`config.mk`:
```
export PLATFORM = sky130hd
export DESIGN_NAME = cfg_byte_loader
export DESIGN_NICKNAME = d
export VERILOG_FILES = /design/src/rtl/cfg_loader_pkg.sv /design/src/rtl/cfg_strobe_sync.sv /design/src/rtl/cfg_hold_stage.sv /design/src/rtl/cfg_shift_stage.sv /design/src/rtl/cfg_byte_loader.sv
export SDC_FILE = /design/constraint.sdc
export NUM_CORES = 1
export LEC_CHECK = 0
export BUFFER_PORTS_ARGS = -buffer_cell sky130_fd_sc_hd__buf_2
export CAP_MARGIN = 25
export CORE_ASPECT_RATIO = 0.6
export CORE_MARGIN = 1
export CORE_UTILIZATION = 40
export CTS_CLUSTER_SIZE = 20
export DETAILED_ROUTE_END_ITERATION = 8
export HOLD_SLACK_MARGIN = 0.1
export PLACE_DENSITY_LB_ADDON = 0.1
export REMOVE_ABC_BUFFERS = 1
export SYNTH_ARGS = -nofsm -noshare
export SYNTH_HDL_FRONTEND = slang
export SYNTH_SLANG_ARGS = --single-unit
```
`constraint.sdc`:
```
create_clock -name clk -period 1.7 [get_ports clk]
set_clock_uncertainty 0.2 [all_clocks]
set_input_delay 0.085 -clock clk [delete_from_list [all_inputs] [get_ports clk]]
set_output_delay 0.085 -clock clk [all_outputs]
set_load 0.05 [all_outputs]
```
`src/rtl/cfg_loader_pkg.sv`:
```
package cfg_loader_pkg;

    parameter int BYTE_W      = 8;
    parameter int SYNC_STAGES = 2;
    localparam int CNT_W      = $clog2(BYTE_W + 1);

    // Host-side control lines, kept together for synchronisation.
    typedef struct packed {
        logic sel0_n;
        logic sel1;
        logic stat_n;
        logic wstb_n;
    } host_ctl_t;

    localparam host_ctl_t CTL_IDLE = '{sel0_n: 1'b1, sel1: 1'b0,
                                       stat_n: 1'b1, wstb_n: 1'b1};

    function automatic logic is_write(input host_ctl_t c);
        return !c.sel0_n && c.sel1 && c.stat_n && !c.wstb_n;
    endfunction

    function automatic logic is_status_read(input host_ctl_t c);
        return !c.sel0_n && c.sel1 && !c.stat_n;
    endfunction

endpackage

```
`src/rtl/cfg_strobe_sync.sv`:
```
module cfg_strobe_sync
    import cfg_loader_pkg::*;
#(
    parameter int W      = BYTE_W,
    parameter int STAGES = SYNC_STAGES
) (
    input  logic         clk,
    input  logic         rst,
    input  host_ctl_t    ctl_raw,
    input  logic [W-1:0] data_raw,
    output logic         wr_end,
    output logic [W-1:0] wr_byte
);
    localparam int LAST = STAGES - 1;

    host_ctl_t    ctl_q  [STAGES];
    logic [W-1:0] data_q [STAGES];
    logic         wr_now;
    logic         wr_prev;
    logic [W-1:0] byte_lat;

    for (genvar g = 0; g < STAGES; g++) begin : g_stage
        if (g == 0) begin : g_first
            always_ff @(posedge clk) begin
                if (rst) begin
                    ctl_q[g]  <= CTL_IDLE;
                    data_q[g] <= '0;
                end else begin
                    ctl_q[g]  <= ctl_raw;
                    data_q[g] <= data_raw;
                end
            end
        end else begin : g_next
            always_ff @(posedge clk) begin
                if (rst) begin
                    ctl_q[g]  <= CTL_IDLE;
                    data_q[g] <= '0;
                end else begin
                    ctl_q[g]  <= ctl_q[g-1];
                    data_q[g] <= data_q[g-1];
                end
            end
        end
    end

    assign wr_now = is_write(ctl_q[LAST]);

    always_ff @(posedge clk) begin
        if (rst) begin
            wr_prev  <= 1'b0;
            byte_lat <= '0;
        end else begin
            wr_prev <= wr_now;
            if (wr_now) begin
                byte_lat <= data_q[LAST];
            end
        end
    end

    assign wr_end  = wr_prev && !wr_now;
    assign wr_byte = byte_lat;

endmodule

```
`src/rtl/cfg_hold_stage.sv`:
```
module cfg_hold_stage
    import cfg_loader_pkg::*;
#(
    parameter int W = BYTE_W
) (
    input  logic         clk,
    input  logic         rst,
    input  logic         wr_end,
    input  logic [W-1:0] wr_byte,
    input  logic         xfer,
    output logic         full,
    output logic [W-1:0] held,
    output logic         overrun
);
    always_ff @(posedge clk) begin
        if (rst) begin
            full    <= 1'b0;
            held    <= '0;
            overrun <= 1'b0;
        end else begin
            if (xfer) begin
                full <= 1'b0;
            end
            if (wr_end) begin
                if (full) begin
                    overrun <= 1'b1;
                end else begin
                    held <= wr_byte;
                    full <= 1'b1;
                end
            end
        end
    end
endmodule

```
`src/rtl/cfg_shift_stage.sv`:
```
module cfg_shift_stage
    import cfg_loader_pkg::*;
#(
    parameter int W   = BYTE_W,
    parameter int CW  = CNT_W
) (
    input  logic          clk,
    input  logic          rst,
    input  logic          load,
    input  logic [W-1:0]  load_byte,
    output logic          ser_out,
    output logic [CW-1:0] cnt
);
    localparam logic [CW-1:0] FULL_CNT = CW'(W);

    logic [W-1:0] sreg;

    always_ff @(posedge clk) begin
        if (rst) begin
            sreg    <= '0;
            cnt     <= '0;
            ser_out <= 1'b0;
        end else begin
            if (cnt != '0) begin
                ser_out <= sreg[0];
            end
            if (load) begin
                sreg <= load_byte;
                cnt  <= FULL_CNT;
            end else if (cnt != '0) begin
                sreg <= sreg >> 1;
                cnt  <= cnt - 1'b1;
            end
        end
    end
endmodule

```
`src/rtl/cfg_byte_loader.sv`:
```
module cfg_byte_loader
    import cfg_loader_pkg::*;
#(
    parameter int W      = BYTE_W,
    parameter int STAGES = SYNC_STAGES
) (
    input  logic         clk,
    input  logic         rst,
    input  logic         sel0_n,
    input  logic         sel1,
    input  logic         stat_n,
    input  logic         wstb_n,
    input  logic [W-1:0] wr_data,
    output logic [W-1:0] rd_data,
    output logic         rd_oe,
    output logic         ser_out,
    output logic         busy,
    output logic         overrun
);
    localparam int CW = $clog2(W + 1);

    host_ctl_t     ctl_raw;
    logic          wr_end;
    logic [W-1:0]  wr_byte;
    logic [W-1:0]  held;
    logic          xfer;
    logic [CW-1:0] sh_cnt;

    assign ctl_raw = '{sel0_n: sel0_n, sel1: sel1, stat_n: stat_n, wstb_n: wstb_n};

    cfg_strobe_sync #(.W(W), .STAGES(STAGES)) u_sync (
        .clk      (clk),
        .rst      (rst),
        .ctl_raw  (ctl_raw),
        .data_raw (wr_data),
        .wr_end   (wr_end),
        .wr_byte  (wr_byte)
    );

    cfg_hold_stage #(.W(W)) u_hold (
        .clk     (clk),
        .rst     (rst),
        .wr_end  (wr_end),
        .wr_byte (wr_byte),
        .xfer    (xfer),
        .full    (busy),
        .held    (held),
        .overrun (overrun)
    );

    // Hand off only when the shifter sends its final bit this cycle or is idle.
    assign xfer = busy && (sh_cnt <= CW'(1));

    cfg_shift_stage #(.W(W), .CW(CW)) u_shift (
        .clk       (clk),
        .rst       (rst),
        .load      (xfer),
        .load_byte (held),
        .ser_out   (ser_out),
        .cnt       (sh_cnt)
    );

    // Status read path is combinational from the bus pins.
    always_comb begin
        rd_oe   = is_status_read(ctl_raw);
        rd_data = '0;
        if (rd_oe) begin
            rd_data[W-1] = !busy;
        end
    end
endmodule

```
==> results of run 1 <==
path summary, 6_finish.rpt:
kind                                  from                             to  slack, ps
max            u_shift.cnt[1]$_SDFFE_PP0P_   u_shift.sreg[1]$_SDFFE_PP0P_        -20
min          u_sync.ctl_q[0][3]$_SDFF_PP1_  u_sync.ctl_q[1][3]$_SDFF_PP1_        220
max reg2reg    u_shift.cnt[1]$_SDFFE_PP0P_   u_shift.sreg[1]$_SDFFE_PP0P_        -20
min reg2reg  u_sync.ctl_q[0][3]$_SDFF_PP1_  u_sync.ctl_q[1][3]$_SDFF_PP1_        220
layer usage:
metal | wire [µm] | global-route usage | vias up
li1 | - | - | 823
met1 | 2110 | 0.214 | 753
met3 | 116 | 0.0426 | 2
met5 | 0 | 0 | -
met4 | 12 | 0.0405 | 0
met2 | 1850 | 0.253 | 21
kinds of logic after synthesis:
family                   count (synthesis)
AND/OR/NAND/NOR                         86
multiplexers                             2
AO/OA/AOI/OAI                           44
XOR/XNOR                                 1
flip-flops                              56
buffers and inverters                   26
adder cells (fa/ha/maj)                  2
other                                    1
state kept, by name, summed over array words and instances, names as in the netlist, 4 cells and up:
register        cells
u_shift.cnt         4
u_sync.data_q      16
u_shift.sreg        8
u_sync.ctl_q        8
u_hold.held         8
u_sync.wr_byte      8
power by group through the flow:
| stage | Clock (mW) | Combinational [mW] | Sequential (mW) |
|---|---|---|---|
| finish | 0.700 | 1.28 | 1.52 |
| detailed placement | 0 | 0.994 | 1.53 |
| global route | 0.786 | 1.40 | 1.53 |
| global placement | 0 | 0.936 | 1.53 |
| floorplan | 0 | 0.623 | 1.55 |
| CTS | 0.724 | 1.16 | 1.51 |
Yosys cell counts:
cell type	instances	area share
nand2b_1	2	0.0059
o21ai_1	2	0.0047
nand4_1	7	0.021
inv_1	4	0.0071
dfxtp_1	56	0.53
nor2_1	14	0.025
a21oi_1	19	0.045
nand4bb_1	1	0.0053
clkbuf_1	12	0.021
nor2b_1	21	0.062
a311oi_2	7	0.050
nor3_1	3	0.0071
xnor2_1	1	0.0041
o32ai_1	1	0.0041
and4bb_1	1	0.0059
nor3b_2	1	0.0059
nand3b_1	1	0.0035
a31oi_1	1	0.0030
buf_6	1	0.0053
nand2_1	16	0.028
nor3b_1	1	0.0035
o21ai_0	13	0.031
conb_1	1	0.0018
mux2i_1	2	0.0095
a2111oi_0	1	0.0041
or3b_1	9	0.037
ha_1	2	0.012
or2_2	6	0.018
buf_4	7	0.025
nand3_1	1	0.0024
or4b_1	1	0.0047
or2_1	1	0.0030
buf_2	2	0.0047
placed cells by master (no fill, tap or decap), types with 2 or more instances in the layout:
cell type and instances:
nor2_1 10, nor3_1 3, nor2b_1 21, clkbuf_1 2, dlygate4sd3_1 19, o21ai_0 13
clkbuf_8 5, or2_2 6, inv_2 2, buf_6 2, or3b_1 8, nand2b_1 2
nand2_1 16, nand4_1 7, a311oi_2 7, dfxtp_1 55, buf_2 17, buf_4 16
mux2i_1 2, a21oi_1 19, o21ai_1 2, conb_1 7, nor2_2 4, inv_1 2
what timing repair did:
action,CTS,global route
setup endpoints to repair,9,12
cloned,1,0
pin swaps,0,2
endpoints found under the hold margin,23,0
resized for setup,9,12
hold buffers,19,0
setup buffers,0,2
stage by stage:
step / power [mW] / area, µm²
CTS: 3.39 / 2640
finish: 3.50 / 2690
global placement: 2.46 / 2320
global route: 3.72 / 2690
floorplan: 2.17 / 2020
detailed placement: 2.52 / 2320
final cells by class:
type,instances,area share
repair buffers,56,0.166
clock inverters,1,0.00326
flip-flops and latches,56,0.417
multi-input cells,142,0.349
inverters,4,0.00558
clock buffers,7,0.0284
well taps,66,0.0307
==> impl_metrics.py, run 1 <==
metrics = {
    "status": {
        "outcome": "finished with violations",
        "violations": "negative setup slack",
    },
    "min_path": {
        "hold_path.class": "reg2reg",
        "min_path_cells": 1,
    },
    "global_route": {
        "grt_usage": 0.158,
        "antenna_found_initial": 0,
        "grt_max_degree": 25,
        "grt_pass1_vias": 1499,
        "grt.overflow.total": 0,
        "grt_pass1_wl_um": 6710,
    },
    "detailed_routing": {
        "drc": 0,
        "drt_iter0_drc": 36,
        "drtPass1Iterations": 4,
        "wirelength_um": 4090,
        "via_per_inst": 4.82,
        "routedWlPerCell_um": 12.3,
        "ant_nets": 0,
        "num_vias": 1599,
    },
    "timing": {
        "hold_violations": 0,
        "setup_ws_ps": -19.4,
        "max_freq_ghz": 0.582,
        "rsz0062_at_grt": "yes",
        "finalMaxSlewViolations": 0,
        "post-route-period-util": 1.01,
        "setup_viol": 3,
        "whs_ps": 216,
        "period_minus_slack_ps": 1720,
        "tns_ps": -50.7,
    },
    "critical_path": {
        "end_kind": "flop",
        "critPathLaunchType": "flop",
        "critPathMaxFanout": 8,
        "cp_cell_sequence": "inv_2 -> ha_4 -> or4b_4 -> buf_6 -> nor2_1 -> a311oi_2",
        "crit_buf_inv": 2,
        "cp.depth": 6,
        "critical_path_class": "reg2reg",
        "cp.required_ps": 1670,
        "ff2ff_path_depth": 6,
        "cpPeakStageDelay_ps": 480,
        "cp.arrival_ps": 1690,
        "path_delay_family": "simple AND/OR/NAND/NOR gates",
        "slowest_stage": "or4b_4",
    },
    "cells_and_area": {
        "seq_area_mm2": 0.00112,
        "multi_input_area_um2": 940,
        "nNetsFinal": 281,
        "synthToLayoutAreaGrowth_pct": 27.1,
        "final_cells": 332,
        "diodes": 0,
        "layout-drive-gt1-share": 0.267,
        "fillCellCount": 459,
        "final_core_util": 0.530,
    },
    "place": {
        "post-place-ws_ps": -117,
        "dp_cells": 302,
        "place_congestion": 0.725,
        "hpwl_um": 2560,
        "port-buffer-count": 18,
    },
    "clock_network": {
        "clock_path_buffers": 2,
        "cts_buffers": 5,
        "htree_levels": 2,
        "insertion_delay_ps": 300,
        "cts-root-buf": "clkbuf_8",
        "cts_num_sinks": 56,
        "clk_pin_slew_worst_paths_ps": 100,
        "tritoncts": "done",
    },
    "floorplanning": {
        "fp.coreArea_mm2": 0.00508,
        "start_util": 0.417,
        "row_count": 20,
        "die_area_mm2": 0.00559,
        "die_h_um": 58.3,
        "die_w_um": 95.9,
        "io_pins": 26,
    },
    "logic_synthesis": {
        "synth_top_family_by_area": "simple AND/OR/NAND/NOR gates",
        "syn_inst": 218,
        "synth-xor-area-share": 0.00414,
        "synthMuxAreaShare": 0.00946,
        "yosys_register_bits": 56,
        "syn_area_per_cell_um2": 9.71,
        "ys_seq_area_frac": 0.530,
        "synth_area_mm2": 0.00212,
        "synth_cell_type_count": 33,
        "synth_fa_ha_area_frac": 0.0118,
        "synth_compound_area_frac": 0.141,
        "yosys_warnings": 0,
        "synth_simple_gate_area_frac": 0.238,
    },
    "job": {
        "maxCapViolations": 0,
    },
    "pwr": {
        "p_sw_mw": 1.13,
        "power.share.sequential": 0.433,
        "internal-power_mw": 2.37,
        "power_leakage_nw": 1.00,
        "powerDensity_mw_per_mm2": 1300,
        "switching_share": 0.323,
        "ir_drop_mv": 0.481,
        "p_comb_frac": 0.367,
        "clock_power_share": 0.200,
    },
}
Note: power is estimated with default switching activity, not from simulation.
==> run 2: changes to the inputs <==
--- a/config.mk
+++ b/config.mk
@@ -7,7 +7,6 @@
 export LEC_CHECK = 0
 export BUFFER_PORTS_ARGS = -buffer_cell sky130_fd_sc_hd__buf_2
 export CAP_MARGIN = 25
-export CORE_ASPECT_RATIO = 0.6
 export CORE_MARGIN = 1
 export CORE_UTILIZATION = 40
 export CTS_CLUSTER_SIZE = 20
==> impl_metrics.py, run 2 (same netlist as run 1, synthesis figures left out) <==
metrics = {
    "detailed_routing": {
        "via_per_inst": 4.56,
        "drtPass1Iterations": 3,
        "ant_nets": 0,
        "routedWlPerCell_um": 10.6,
        "num_vias": 1558,
        "drc": 0,
        "wirelength_um": 3640,
        "drt_iter0_drc": 30,
    },
    "cells_and_area": {
        "synthToLayoutAreaGrowth_pct": 30.3,
        "largest_register_ffs": 16,
        "layout_commonest_cell": "dfxtp_1",
        "final_core_util": 0.540,
        "final_cells": 342,
        "final_cell_mix": "dfxtp_1 (54), nor2b_1 (21), dlygate4sd3_1 (21)",
        "top_register": "u_sync.data_q",
        "diodes": 0,
        "layout-drive-gt1-share": 0.268,
        "nNetsFinal": 287,
    },
    "clock_network": {
        "htree_levels": 2,
        "cts_num_sinks": 56,
        "cts-root-buf": "clkbuf_8",
        "clk_pin_slew_worst_paths_ps": 100,
        "insertion_delay_ps": 310,
        "cts_buffers": 5,
        "clock_path_buffers": 2,
        "tritoncts": "done",
    },
    "timing": {
        "period_minus_slack_ps": 1660,
        "post-route-period-util": 0.979,
        "setup_viol": 0,
        "hold_violations": 0,
        "tns_ps": 0,
        "rsz0062_at_grt": "yes",
        "max_freq_ghz": 0.601,
        "finalMaxSlewViolations": 0,
        "whs_ps": 216,
    },
    "global_route": {
        "grt_pass1_wl_um": 6030,
        "met1_usage": 0.163,
        "top_usage_layer": "met2",
        "grt_usage": 0.144,
        "grt.overflow.total": 0,
        "antenna_found_initial": 0,
        "grt_pass1_vias": 1418,
        "grt_use_met2": 0.245,
        "grt_max_degree": 26,
        "use_met3": 0.0402,
    },
    "pwr": {
        "ir_drop_mv": 0.601,
        "powerDensity_mw_per_mm2": 1350,
        "p_total_mw": 3.71,
        "power_leakage_nw": 1.06,
    },
    "floorplanning": {
        "die_area_mm2": 0.00558,
        "io_pins": 26,
        "die_w_um": 74.7,
        "die_h_um": 74.7,
        "start_util": 0.414,
        "fp.coreArea_mm2": 0.00511,
        "row_count": 26,
    },
    "place": {
        "hpwl_um": 2220,
        "dp_cells": 308,
        "port-buffer-count": 18,
        "place_congestion": 0.703,
    },
    "min_path": {
        "hold_path.class": "reg2reg",
    },
    "critical_path": {
        "critical_path_class": "reg2reg",
        "cp.required_ps": 1740,
        "end_kind": "flop",
        "critPathLaunchType": "flop",
        "cp.arrival_ps": 1710,
        "critPathMaxFanout": 8,
    },
    "job": {
        "maxCapViolations": 0,
    },
    "status": {
        "outcome": "finished, final reports clean",
    },
}
[run 2: cell count changes in the layout (fill, tap and decap cells not counted), sizes merged]
cell / change
buf: +5
clkbuf: -2
dlygate4sd3: +2
bufinv: +1
clkinv: -1
inv: +1
[run 2: path summary, 6_finish.rpt]
kind | start | endpoint | slack (ps) | depth (start not counted)
max | u_shift.cnt[0]$_SDFFE_PP0P_ | u_shift.sreg[7]$_SDFFE_PP0P_ | 40 | 6
min | u_sync.ctl_q[0][1]$_SDFF_PP1_ | u_sync.ctl_q[1][1]$_SDFF_PP1_ | 220 | 1
max reg2reg | u_shift.cnt[0]$_SDFFE_PP0P_ | u_shift.sreg[7]$_SDFFE_PP0P_ | 40 | 6
min reg2reg | u_sync.ctl_q[0][1]$_SDFF_PP1_ | u_sync.ctl_q[1][1]$_SDFF_PP1_ | 220 | 1
[run 2: what timing repair did]
action,CTS,global route
hold buffers,21,0
setup buffers,0,3
hold endpoints to repair,19,0
endpoints found under the setup margin,8,11
pin swaps,1,3
cloned,1,1
resized for setup,11,10
[run 2: area by class of cell]
cell class / instances / area (µm²)
clock buffer: 6 / 72.6
tap: 70 / 87.6
multi-input combinational: 142 / 927
inverter: 4 / 15.0
timing repair buffer: 62 / 493
clock inverter: 2 / 38.8
fill: 478 / 2350
sequential: 56 / 1120
[run 2: metrics by stage]
| step | setup WS, ps | instance area, µm² |
|---|---|---|
| 4_1_cts | 21.1 | 2710 |
| 6_report | 35.7 | 2760 |
| 2_1_floorplan | -698 | 2020 |
| 3_5_place_dp | -26.0 | 2340 |
| 3_3_place_gp | -2.72 | 2340 |
| 5_1_grt | -34.0 | 2760 |
[run 2: layer usage]
metal,wire (µm),vias to the layer above
met5,0,-
li1,-,835
met1,1630,689
met3,94,7
met2,1830,27
met4,72,0
[run 2: where the power goes]
group          leakage [nW]  switching (mW)  internal, mW  total (mW)
clock                0.0558           0.425         0.446       0.870
combinational         0.544           0.642         0.692        1.33
sequential            0.459          0.0649          1.44        1.51
[run 2: critical path: stages, from the launching register on]
cell and delay [ps]:
dfxtp_2 330, inv_2 70, ha_4 130, or4b_4 470
buf_6 160, o32ai_2 80, nor2b_1 160
